==> config.mk <==
export PLATFORM = sky130hd
export DESIGN_NAME = spi_burst_engine
export DESIGN_NICKNAME = d
export VERILOG_FILES = /design/src/rtl/spi_burst_pkg.sv /design/src/rtl/spi_ctl_word.sv /design/src/rtl/spi_shift_core.sv /design/src/rtl/spi_cs_drive.sv /design/src/rtl/spi_burst_engine.sv
export SDC_FILE = /design/constraint.sdc
export NUM_CORES = 1
export LEC_CHECK = 0
export BUFFER_PORTS_ARGS = -buffer_cell sky130_fd_sc_hd__buf_2
export CAP_MARGIN = 5
export CELL_PAD_IN_SITES_DETAIL_PLACEMENT = 0
export CELL_PAD_IN_SITES_GLOBAL_PLACEMENT = 2
export CORE_UTILIZATION = 32
export CTS_CLUSTER_SIZE = 28
export DETAILED_ROUTE_END_ITERATION = 6
export HOLD_SLACK_MARGIN = 0.15
export PLACE_DENSITY_LB_ADDON = 0.1
export SYNTH_ARGS = -nofsm -noshare
export SYNTH_HDL_FRONTEND = slang
export SYNTH_SLANG_ARGS = --single-unit
==> constraint.sdc <==
create_clock -name clk -period 4.8 [get_ports clk]
set_input_delay 0.24 -clock clk [delete_from_list [all_inputs] [get_ports clk]]
set_output_delay 0.24 -clock clk [all_outputs]
set_load 0.05 [all_outputs]
==> src/rtl/spi_burst_pkg.sv <==
// Package: control word field positions, decoded settings and the engine states.
// Assumes a 32-bit control word and 8-bit SPI words.
package spi_burst_pkg;
    localparam int CW_W       = 32;
    localparam int CW_CPHA    = 0;
    localparam int CW_CPOL    = 1;
    localparam int CW_CSIDLE  = 2;
    localparam int CW_CSSEL   = 4;   // two bits, 5:4
    localparam int CW_CSMAN   = 6;
    localparam int CW_CSLVL   = 7;
    localparam int CW_DROP    = 8;
    localparam int CW_LSB     = 12;
    localparam int CW_GO      = 31;
    localparam int SEL_W      = 2;

    typedef struct packed {
        logic             cpha;
        logic             cpol;
        logic             cs_idle_high;
        logic [SEL_W-1:0] cs_sel;
        logic             cs_manual;
        logic             cs_level;
        logic             drop_rx;
        logic             lsb_first;
    } xfer_cfg_t;

    typedef enum logic [1:0] {
        ST_IDLE  = 2'd0,
        ST_FETCH = 2'd1,
        ST_SHIFT = 2'd2
    } eng_state_t;
endpackage

==> src/rtl/spi_ctl_word.sv <==
// Control word register. It holds the configuration fields and a start bit
// that is set by a write and cleared by the engine's finish pulse.
// Assumes that finish takes priority over a simultaneous start write.
module spi_ctl_word
    import spi_burst_pkg::*;
(
    input  logic            clk,
    input  logic            rst_n,
    input  logic            wr_en,
    input  logic [CW_W-1:0] wr_data,
    input  logic            finish,
    output xfer_cfg_t       cfg,
    output logic            go,
    output logic [CW_W-1:0] rdata
);
    localparam logic [CW_W-1:0] KEEP_MASK =
        (CW_W'(1) << CW_CPHA) | (CW_W'(1) << CW_CPOL) | (CW_W'(1) << CW_CSIDLE) |
        (CW_W'(3) << CW_CSSEL) | (CW_W'(1) << CW_CSMAN) | (CW_W'(1) << CW_CSLVL) |
        (CW_W'(1) << CW_DROP) | (CW_W'(1) << CW_LSB);

    logic [CW_W-1:0] word_q;

    // Store configuration bits and track the self-clearing start bit.
    always_ff @(posedge clk) begin
        if (!rst_n) begin
            word_q <= '0;
            go     <= 1'b0;
        end else begin
            if (wr_en) word_q <= wr_data & KEEP_MASK;
            if (finish)                        go <= 1'b0;
            else if (wr_en && wr_data[CW_GO])  go <= 1'b1;
        end
    end

    // Decode fields and form the readback value.
    always_comb begin
        cfg.cpha         = word_q[CW_CPHA];
        cfg.cpol         = word_q[CW_CPOL];
        cfg.cs_idle_high = word_q[CW_CSIDLE];
        cfg.cs_sel       = word_q[CW_CSSEL +: SEL_W];
        cfg.cs_manual    = word_q[CW_CSMAN];
        cfg.cs_level     = word_q[CW_CSLVL];
        cfg.drop_rx      = word_q[CW_DROP];
        cfg.lsb_first    = word_q[CW_LSB];
        rdata            = word_q;
        rdata[CW_GO]     = go;
    end

    p_go_clear_r2: assert property (@(posedge clk) disable iff (!rst_n)
        finish |=> !go);
    p_go_hold_r2: assert property (@(posedge clk) disable iff (!rst_n)
        (go && !finish) |=> go);
endmodule

==> src/rtl/spi_shift_core.sv <==
// Burst sequencer and shifter. It fetches a FIFO byte or a dummy zero byte,
// shifts it over two ticks per bit, captures MISO and counts bytes to the end.
// Assumes DATA_W is a power of two and sck_tick is a single-cycle pulse.
module spi_shift_core
    import spi_burst_pkg::*;
#(
    parameter int DATA_W = 8,
    parameter int CNT_W  = 24
) (
    input  logic              clk,
    input  logic              rst_n,
    input  logic              bus_en,
    input  logic              tick,
    input  logic              go,
    input  xfer_cfg_t         cfg,
    input  logic [CNT_W-1:0]  burst_len,
    input  logic [CNT_W-1:0]  tx_len,
    input  logic              tx_empty,
    input  logic [DATA_W-1:0] tx_data,
    output logic              tx_pop,
    input  logic              miso,
    output logic              sck,
    output logic              mosi,
    output logic              rx_push,
    output logic [DATA_W-1:0] rx_data,
    output logic              finish,
    output logic              done,
    output logic              active
);
    localparam int IDX_W = $clog2(DATA_W);
    localparam logic [IDX_W-1:0] LAST_IDX = IDX_W'(DATA_W - 1);

    eng_state_t        st;
    logic [CNT_W-1:0]  sent;
    logic [IDX_W-1:0]  bit_idx;
    logic              half, sck_act;
    logic [DATA_W-1:0] tx_sh, rx_sh, rx_with, rx_cur, fetch_byte;
    logic              tick_en, lead, trail, sample, byte_end, is_last;
    logic              need_tx, fetch_go, start_ok;
    logic [CNT_W-1:0]  sent_inc;

    // Map a bit counter onto a byte position for the selected bit order.
    function automatic logic [IDX_W-1:0] pos(input logic [IDX_W-1:0] idx, input logic lsb);
        return lsb ? idx : LAST_IDX - idx;
    endfunction

    // Edge classification, byte accounting and FIFO handshake.
    always_comb begin
        tick_en    = tick && bus_en;
        lead       = (st == ST_SHIFT) && tick_en && !half;
        trail      = (st == ST_SHIFT) && tick_en && half;
        sample     = cfg.cpha ? trail : lead;
        rx_with    = rx_sh;
        rx_with[pos(bit_idx, cfg.lsb_first)] = miso;
        rx_cur     = sample ? rx_with : rx_sh;
        byte_end   = trail && (bit_idx == LAST_IDX);
        sent_inc   = sent + 1'b1;
        is_last    = (sent_inc == burst_len);
        need_tx    = (sent < tx_len);
        fetch_byte = need_tx ? tx_data : '0;
        fetch_go   = (st == ST_FETCH) && bus_en && (!need_tx || !tx_empty);
        tx_pop     = (st == ST_FETCH) && bus_en && need_tx && !tx_empty;
        start_ok   = (st == ST_IDLE) && go && bus_en;
        finish     = (start_ok && (burst_len == '0)) || (byte_end && is_last);
        sck        = cfg.cpol ^ sck_act;
        active     = (st != ST_IDLE);
    end

    // Burst state machine with shift, capture and completion registers.
    always_ff @(posedge clk) begin
        if (!rst_n) begin
            st      <= ST_IDLE;
            sent    <= '0;
            bit_idx <= '0;
            half    <= 1'b0;
            sck_act <= 1'b0;
            tx_sh   <= '0;
            rx_sh   <= '0;
            mosi    <= 1'b0;
            rx_push <= 1'b0;
            rx_data <= '0;
            done    <= 1'b0;
        end else begin
            rx_push <= 1'b0;
            done    <= finish;
            case (st)
                ST_IDLE: if (start_ok) begin
                    sent <= '0;
                    if (burst_len != '0) st <= ST_FETCH;
                end
                ST_FETCH: if (fetch_go) begin
                    tx_sh   <= fetch_byte;
                    mosi    <= fetch_byte[pos('0, cfg.lsb_first)];
                    bit_idx <= '0;
                    half    <= 1'b0;
                    rx_sh   <= '0;
                    st      <= ST_SHIFT;
                end
                ST_SHIFT: if (tick_en) begin
                    half    <= !half;
                    sck_act <= !half;
                    if (sample) rx_sh <= rx_with;
                    if (lead && cfg.cpha) mosi <= tx_sh[pos(bit_idx, cfg.lsb_first)];
                    if (trail) begin
                        bit_idx <= bit_idx + 1'b1;
                        if (!cfg.cpha && bit_idx != LAST_IDX)
                            mosi <= tx_sh[pos(bit_idx + 1'b1, cfg.lsb_first)];
                        if (byte_end) begin
                            sent    <= sent_inc;
                            rx_data <= rx_cur;
                            rx_push <= !cfg.drop_rx;
                            st      <= is_last ? ST_IDLE : ST_FETCH;
                        end
                    end
                end
                default: st <= ST_IDLE;
            endcase
        end
    end

    p_pop_not_empty_r10: assert property (@(posedge clk) disable iff (!rst_n)
        tx_pop |-> !tx_empty);
    p_sck_frozen_r9: assert property (@(posedge clk) disable iff (!rst_n)
        (!bus_en && $past(!bus_en)) |-> $stable(sck_act));
    p_no_push_drop_r7: assert property (@(posedge clk) disable iff (!rst_n)
        rx_push |-> !$past(cfg.drop_rx));
    p_done_single_r3: assert property (@(posedge clk) disable iff (!rst_n)
        done |=> !done);
    p_stall_idle_r10: assert property (@(posedge clk) disable iff (!rst_n)
        (st == ST_FETCH) |-> !sck_act);
endmodule

==> src/rtl/spi_cs_drive.sv <==
// Chip-select drivers. Unselected lines rest at the idle level. The selected
// line follows either the manual level or the burst activity.
// Assumes that the select field addresses NUM_CS lines or fewer.
module spi_cs_drive
    import spi_burst_pkg::*;
#(
    parameter int NUM_CS = 4
) (
    input  logic              clk,
    input  logic              rst_n,
    input  xfer_cfg_t         cfg,
    input  logic              active,
    output logic [NUM_CS-1:0] cs
);
    logic sel_level;

    // Level of the selected line for the current mode.
    always_comb begin
        if (cfg.cs_manual) sel_level = cfg.cs_level;
        else               sel_level = active ? !cfg.cs_idle_high : cfg.cs_idle_high;
    end

    for (genvar g = 0; g < NUM_CS; g++) begin : g_line
        assign cs[g] = (32'(cfg.cs_sel) == g) ? sel_level : cfg.cs_idle_high;
    end

    p_cs_single_r8: assert property (@(posedge clk) disable iff (!rst_n)
        $countones(cs ^ {NUM_CS{cfg.cs_idle_high}}) <= 1);
endmodule

==> src/rtl/spi_burst_engine.sv <==
// Top level of the SPI master burst engine. It joins the control word, the
// shift core and the chip-select drivers. Assumes external FIFOs and an
// external SCK tick divider.
module spi_burst_engine
    import spi_burst_pkg::*;
#(
    parameter int DATA_W = 8,
    parameter int CNT_W  = 24,
    parameter int NUM_CS = 4
) (
    input  logic              clk,
    input  logic              rst_n,
    input  logic              bus_en,
    input  logic              sck_tick,
    input  logic              ctrl_we,
    input  logic [CW_W-1:0]   ctrl_wdata,
    output logic [CW_W-1:0]   ctrl_rdata,
    input  logic [CNT_W-1:0]  burst_len,
    input  logic [CNT_W-1:0]  tx_len,
    input  logic              tx_empty,
    input  logic [DATA_W-1:0] tx_data,
    output logic              tx_pop,
    output logic              rx_push,
    output logic [DATA_W-1:0] rx_data,
    output logic              sck,
    output logic              mosi,
    input  logic              miso,
    output logic [NUM_CS-1:0] cs,
    output logic              xfer_done
);
    xfer_cfg_t cfg;
    logic      go, finish, active;

    spi_ctl_word u_ctl (
        .clk(clk), .rst_n(rst_n), .wr_en(ctrl_we), .wr_data(ctrl_wdata),
        .finish(finish), .cfg(cfg), .go(go), .rdata(ctrl_rdata)
    );

    spi_shift_core #(.DATA_W(DATA_W), .CNT_W(CNT_W)) u_core (
        .clk(clk), .rst_n(rst_n), .bus_en(bus_en), .tick(sck_tick), .go(go),
        .cfg(cfg), .burst_len(burst_len), .tx_len(tx_len), .tx_empty(tx_empty),
        .tx_data(tx_data), .tx_pop(tx_pop), .miso(miso), .sck(sck), .mosi(mosi),
        .rx_push(rx_push), .rx_data(rx_data), .finish(finish), .done(xfer_done),
        .active(active)
    );

    spi_cs_drive #(.NUM_CS(NUM_CS)) u_cs (
        .clk(clk), .rst_n(rst_n), .cfg(cfg), .active(active), .cs(cs)
    );

    p_done_go_low_r2: assert property (@(posedge clk) disable iff (!rst_n)
        xfer_done |-> !ctrl_rdata[CW_GO]);
endmodule

==> run metrics <==
area growth from synthesis to layout 17.9%; # diodes 0; Post-CTS Setup Inserts 0; placed cell count 925; worst relative slew slack 0.515; commonest non-fill, non-tap cell in the layout buf_2; DIE AREA approximately 16,000 µm²; ys flop type dfxtp_1; drt initial violations 241; CTS sink cnt 68; initial antenna violation count 0; Worst Skew 0.00663 ns; largest net degree at the start of global routing 40; global-route wire length before repair 23.3 mm; Clock Latency Late Sink ~0.34 ns; power density over cell area between 300 and 400 nW/µm²; DR vias roughly 4,700; gr usage total 0.186; Cell variety after synth 56; critical path class flip-flop to output port; Leakage 2.60 nW; Routed WL per cell 15.6 µm; CTS Buf Count 9; register area share after synthesis 0.272; VDD IR max 187 µV; CP top delay family simple AND/OR/NAND/NOR gates; crit share post-route 0.733; crit path cell chain ha_1, and3_1, a221o_1, nor4_2, nand2_1, nor3_2, buf_2; Mapped Area 5010 µm²; share of post-route cells with drive strength above 1 0.195; H-tree levels 3; Seq cells post-synth 68; via density per instance 5.00; Critical Path AT 3.28 ns; critical path's largest stage delay about 0.54 ns; CP Max Fanout 9; Reg clk slew, reported paths 0.06 ns; Root Driver clkbuf_16; critical path buffer and inverter count 1; Critical Path Source Type flip-flop; status complete, no violations; most frequent cells in the layout buf_2, nand2_1, nor2_1, dfxtp_1, a21oi_1; Die H around 130 µm; Routed Antenna Nets 0; GR Overflow Total 0; CTS Buffer Depth 2; Worst setup EP type output port; Post-Place Cell Area 5590 µm²; Slowest cell on crit path nor4_2; Fmax 284 MHz; Slew @ Worst Pin ~0.72 ns; final instance area roughly 5900 µm²; Starting Density 0.328; Die Width 127 µm; number of global-route vias before repair 4,403; I/O Pins 144; max-cap viol count 0; Yosys warnings 0; EDFF count, synth 0; IO Port Bufs 99; final net count 855; Final Hold Vio Count 0; row count 45; required time worst endpoint 4.56 ns; worst hold margin 0.161 ns; DRT Pass-1 Iters 5; overall power 0.00179 W; asr flop ratio synth 0; hold crit path type input port to flip-flop; gpl congestion 0.806; Final Slew Violations 0; DRC violations left 0; CTS tree done; Synth Instances 642; drt total wl 14.7 mm; DP Wirelength 11.4 mm; RSZ-0062 raised after global routing no; Non-Filler Instances 945; TNS Setup 0 ns; Mean Syn Cell Area slightly below 8 µm²; Core Area between 15,000 and 20,000 µm²; final setup fails 0; Tmin final 3.52 ns
## layout make-up
type,count,area (µm²)
clock buffer,9,225
clock inverter,7,52.6
fill,1590,9350
inverter,33,124
multi-input combinational,509,3310
sequential,68,1360
tap,211,264
timing repair buffer,108,573
## cell usage after synthesis (2+ instances only)
cell,n,area (µm²)
a211oi_1,12,90.1
a21o_1,6,45.0
a21oi_1,45,225
a22o_1,3,26.3
a22oi_1,10,75.1
a31oi_1,3,18.8
a32o_1,2,20.0
and2_1,3,18.8
and3_1,5,31.3
and4_1,3,26.3
buf_1,2,7.51
buf_2,10,50.1
buf_4,23,173
clkbuf_1,18,67.6
dfxtp_1,68,1360
ha_1,31,388
inv_1,33,124
mux2i_1,21,210
mux4_2,7,158
nand2_1,80,300
nand2b_1,5,31.3
nand3_1,24,120
nand4_1,13,81.3
nand4_2,2,25.0
nor2_1,71,267
nor2b_1,6,37.5
nor3_1,21,105
nor3b_1,3,22.5
nor4_1,9,56.3
nor4_2,3,37.5
nor4_4,2,42.5
o21ai_0,17,85.1
o21ai_1,2,10.0
o221ai_1,2,17.5
o31ai_1,2,15.0
or3_1,11,68.8
or3b_2,2,17.5
or4_1,3,22.5
xnor2_1,24,210
xor2_1,19,166
## where the power goes
group	leakage, nW	switching [W]	internal [W]	total [W]
Sequential	0.550	0.0000248	0.000584	0.000609
Clock	0.136	0.000261	0.000352	0.000612
Combinational	1.91	0.000393	0.000176	0.000569
Total	2.60	0.000679	0.00111	0.00179
## per-layer routing
metal	part of all wire	track usage
met1	0.51	0.265
met5	0	0
met3	0.049	0.0255
met4	0.019	0.0693
met2	0.42	0.283
## flip-flops by register name (all words and copies together), names as in the netlist
name and count:
u_core.sck_act 1, u_core.tx_sh 8, u_ctl.word_q 9, u_core.done 1, u_core.bit_idx 3, u_core.st 2
u_ctl.go 1, u_core.half 1, u_core.rx_data 8, u_core.mosi 1, u_core.sent 24, u_core.rx_push 1
u_core.rx_sh 8
## metrics by stage
stage | setup slack, ns | util
2_1_floorplan | 1.91 | -
3_3_place_gp | 1.43 | 0.366
3_5_place_dp | 1.36 | 0.366
4_1_cts | 1.23 | 0.387
5_1_grt | 1.02 | 0.387
6_report | 1.28 | 0.387
## timing repair
item                       CTS  global route
hold endpoints to repair     4             0
setup endpoints to repair    0             0
hold buffers                 4             0
gates resized for setup      0             0
## worst reg2reg max path, delay by kind of cell, from the launching register on
family / cells / cell delay (ns)
AOI/OAI and AO/OA: 3 / 0.60
adders and majority gates: 1 / 0.37
DFF: 1 / 0.41
and+or+nand+nor: 5 / 2.03
## logic make-up (layout without fill, tap and decap cells)
kind of cell	Yosys count	in the layout	share of synthesized area
other cells	1	22	0.000748
mux	28	28	0.0734
fa+ha+maj	31	31	0.0774
xor+xnor	43	43	0.0752
buf+inv	86	157	0.0841
compound gates	114	114	0.144
flops	68	68	0.272
simple gates	271	271	0.273
## path summary, 6_finish.rpt
path                                                    from                            to  slack (ns)  cells after the start
worst min-delay path                              tx_data[1]  u_core.tx_sh[1]$_SDFFE_PN0P_        0.16                      3
worst max-delay path            u_core.sent[21]$_SDFFE_PN0P_                        tx_pop        1.28                      7
worst min register to register  u_core.rx_sh[7]$_SDFFE_PN0P_  u_core.rx_sh[7]$_SDFFE_PN0P_        0.45                      2
worst max register to register  u_core.sent[19]$_SDFFE_PN0P_  u_core.rx_sh[5]$_SDFFE_PN0P_        1.34                      9
(Power assumes the default switching activity.)
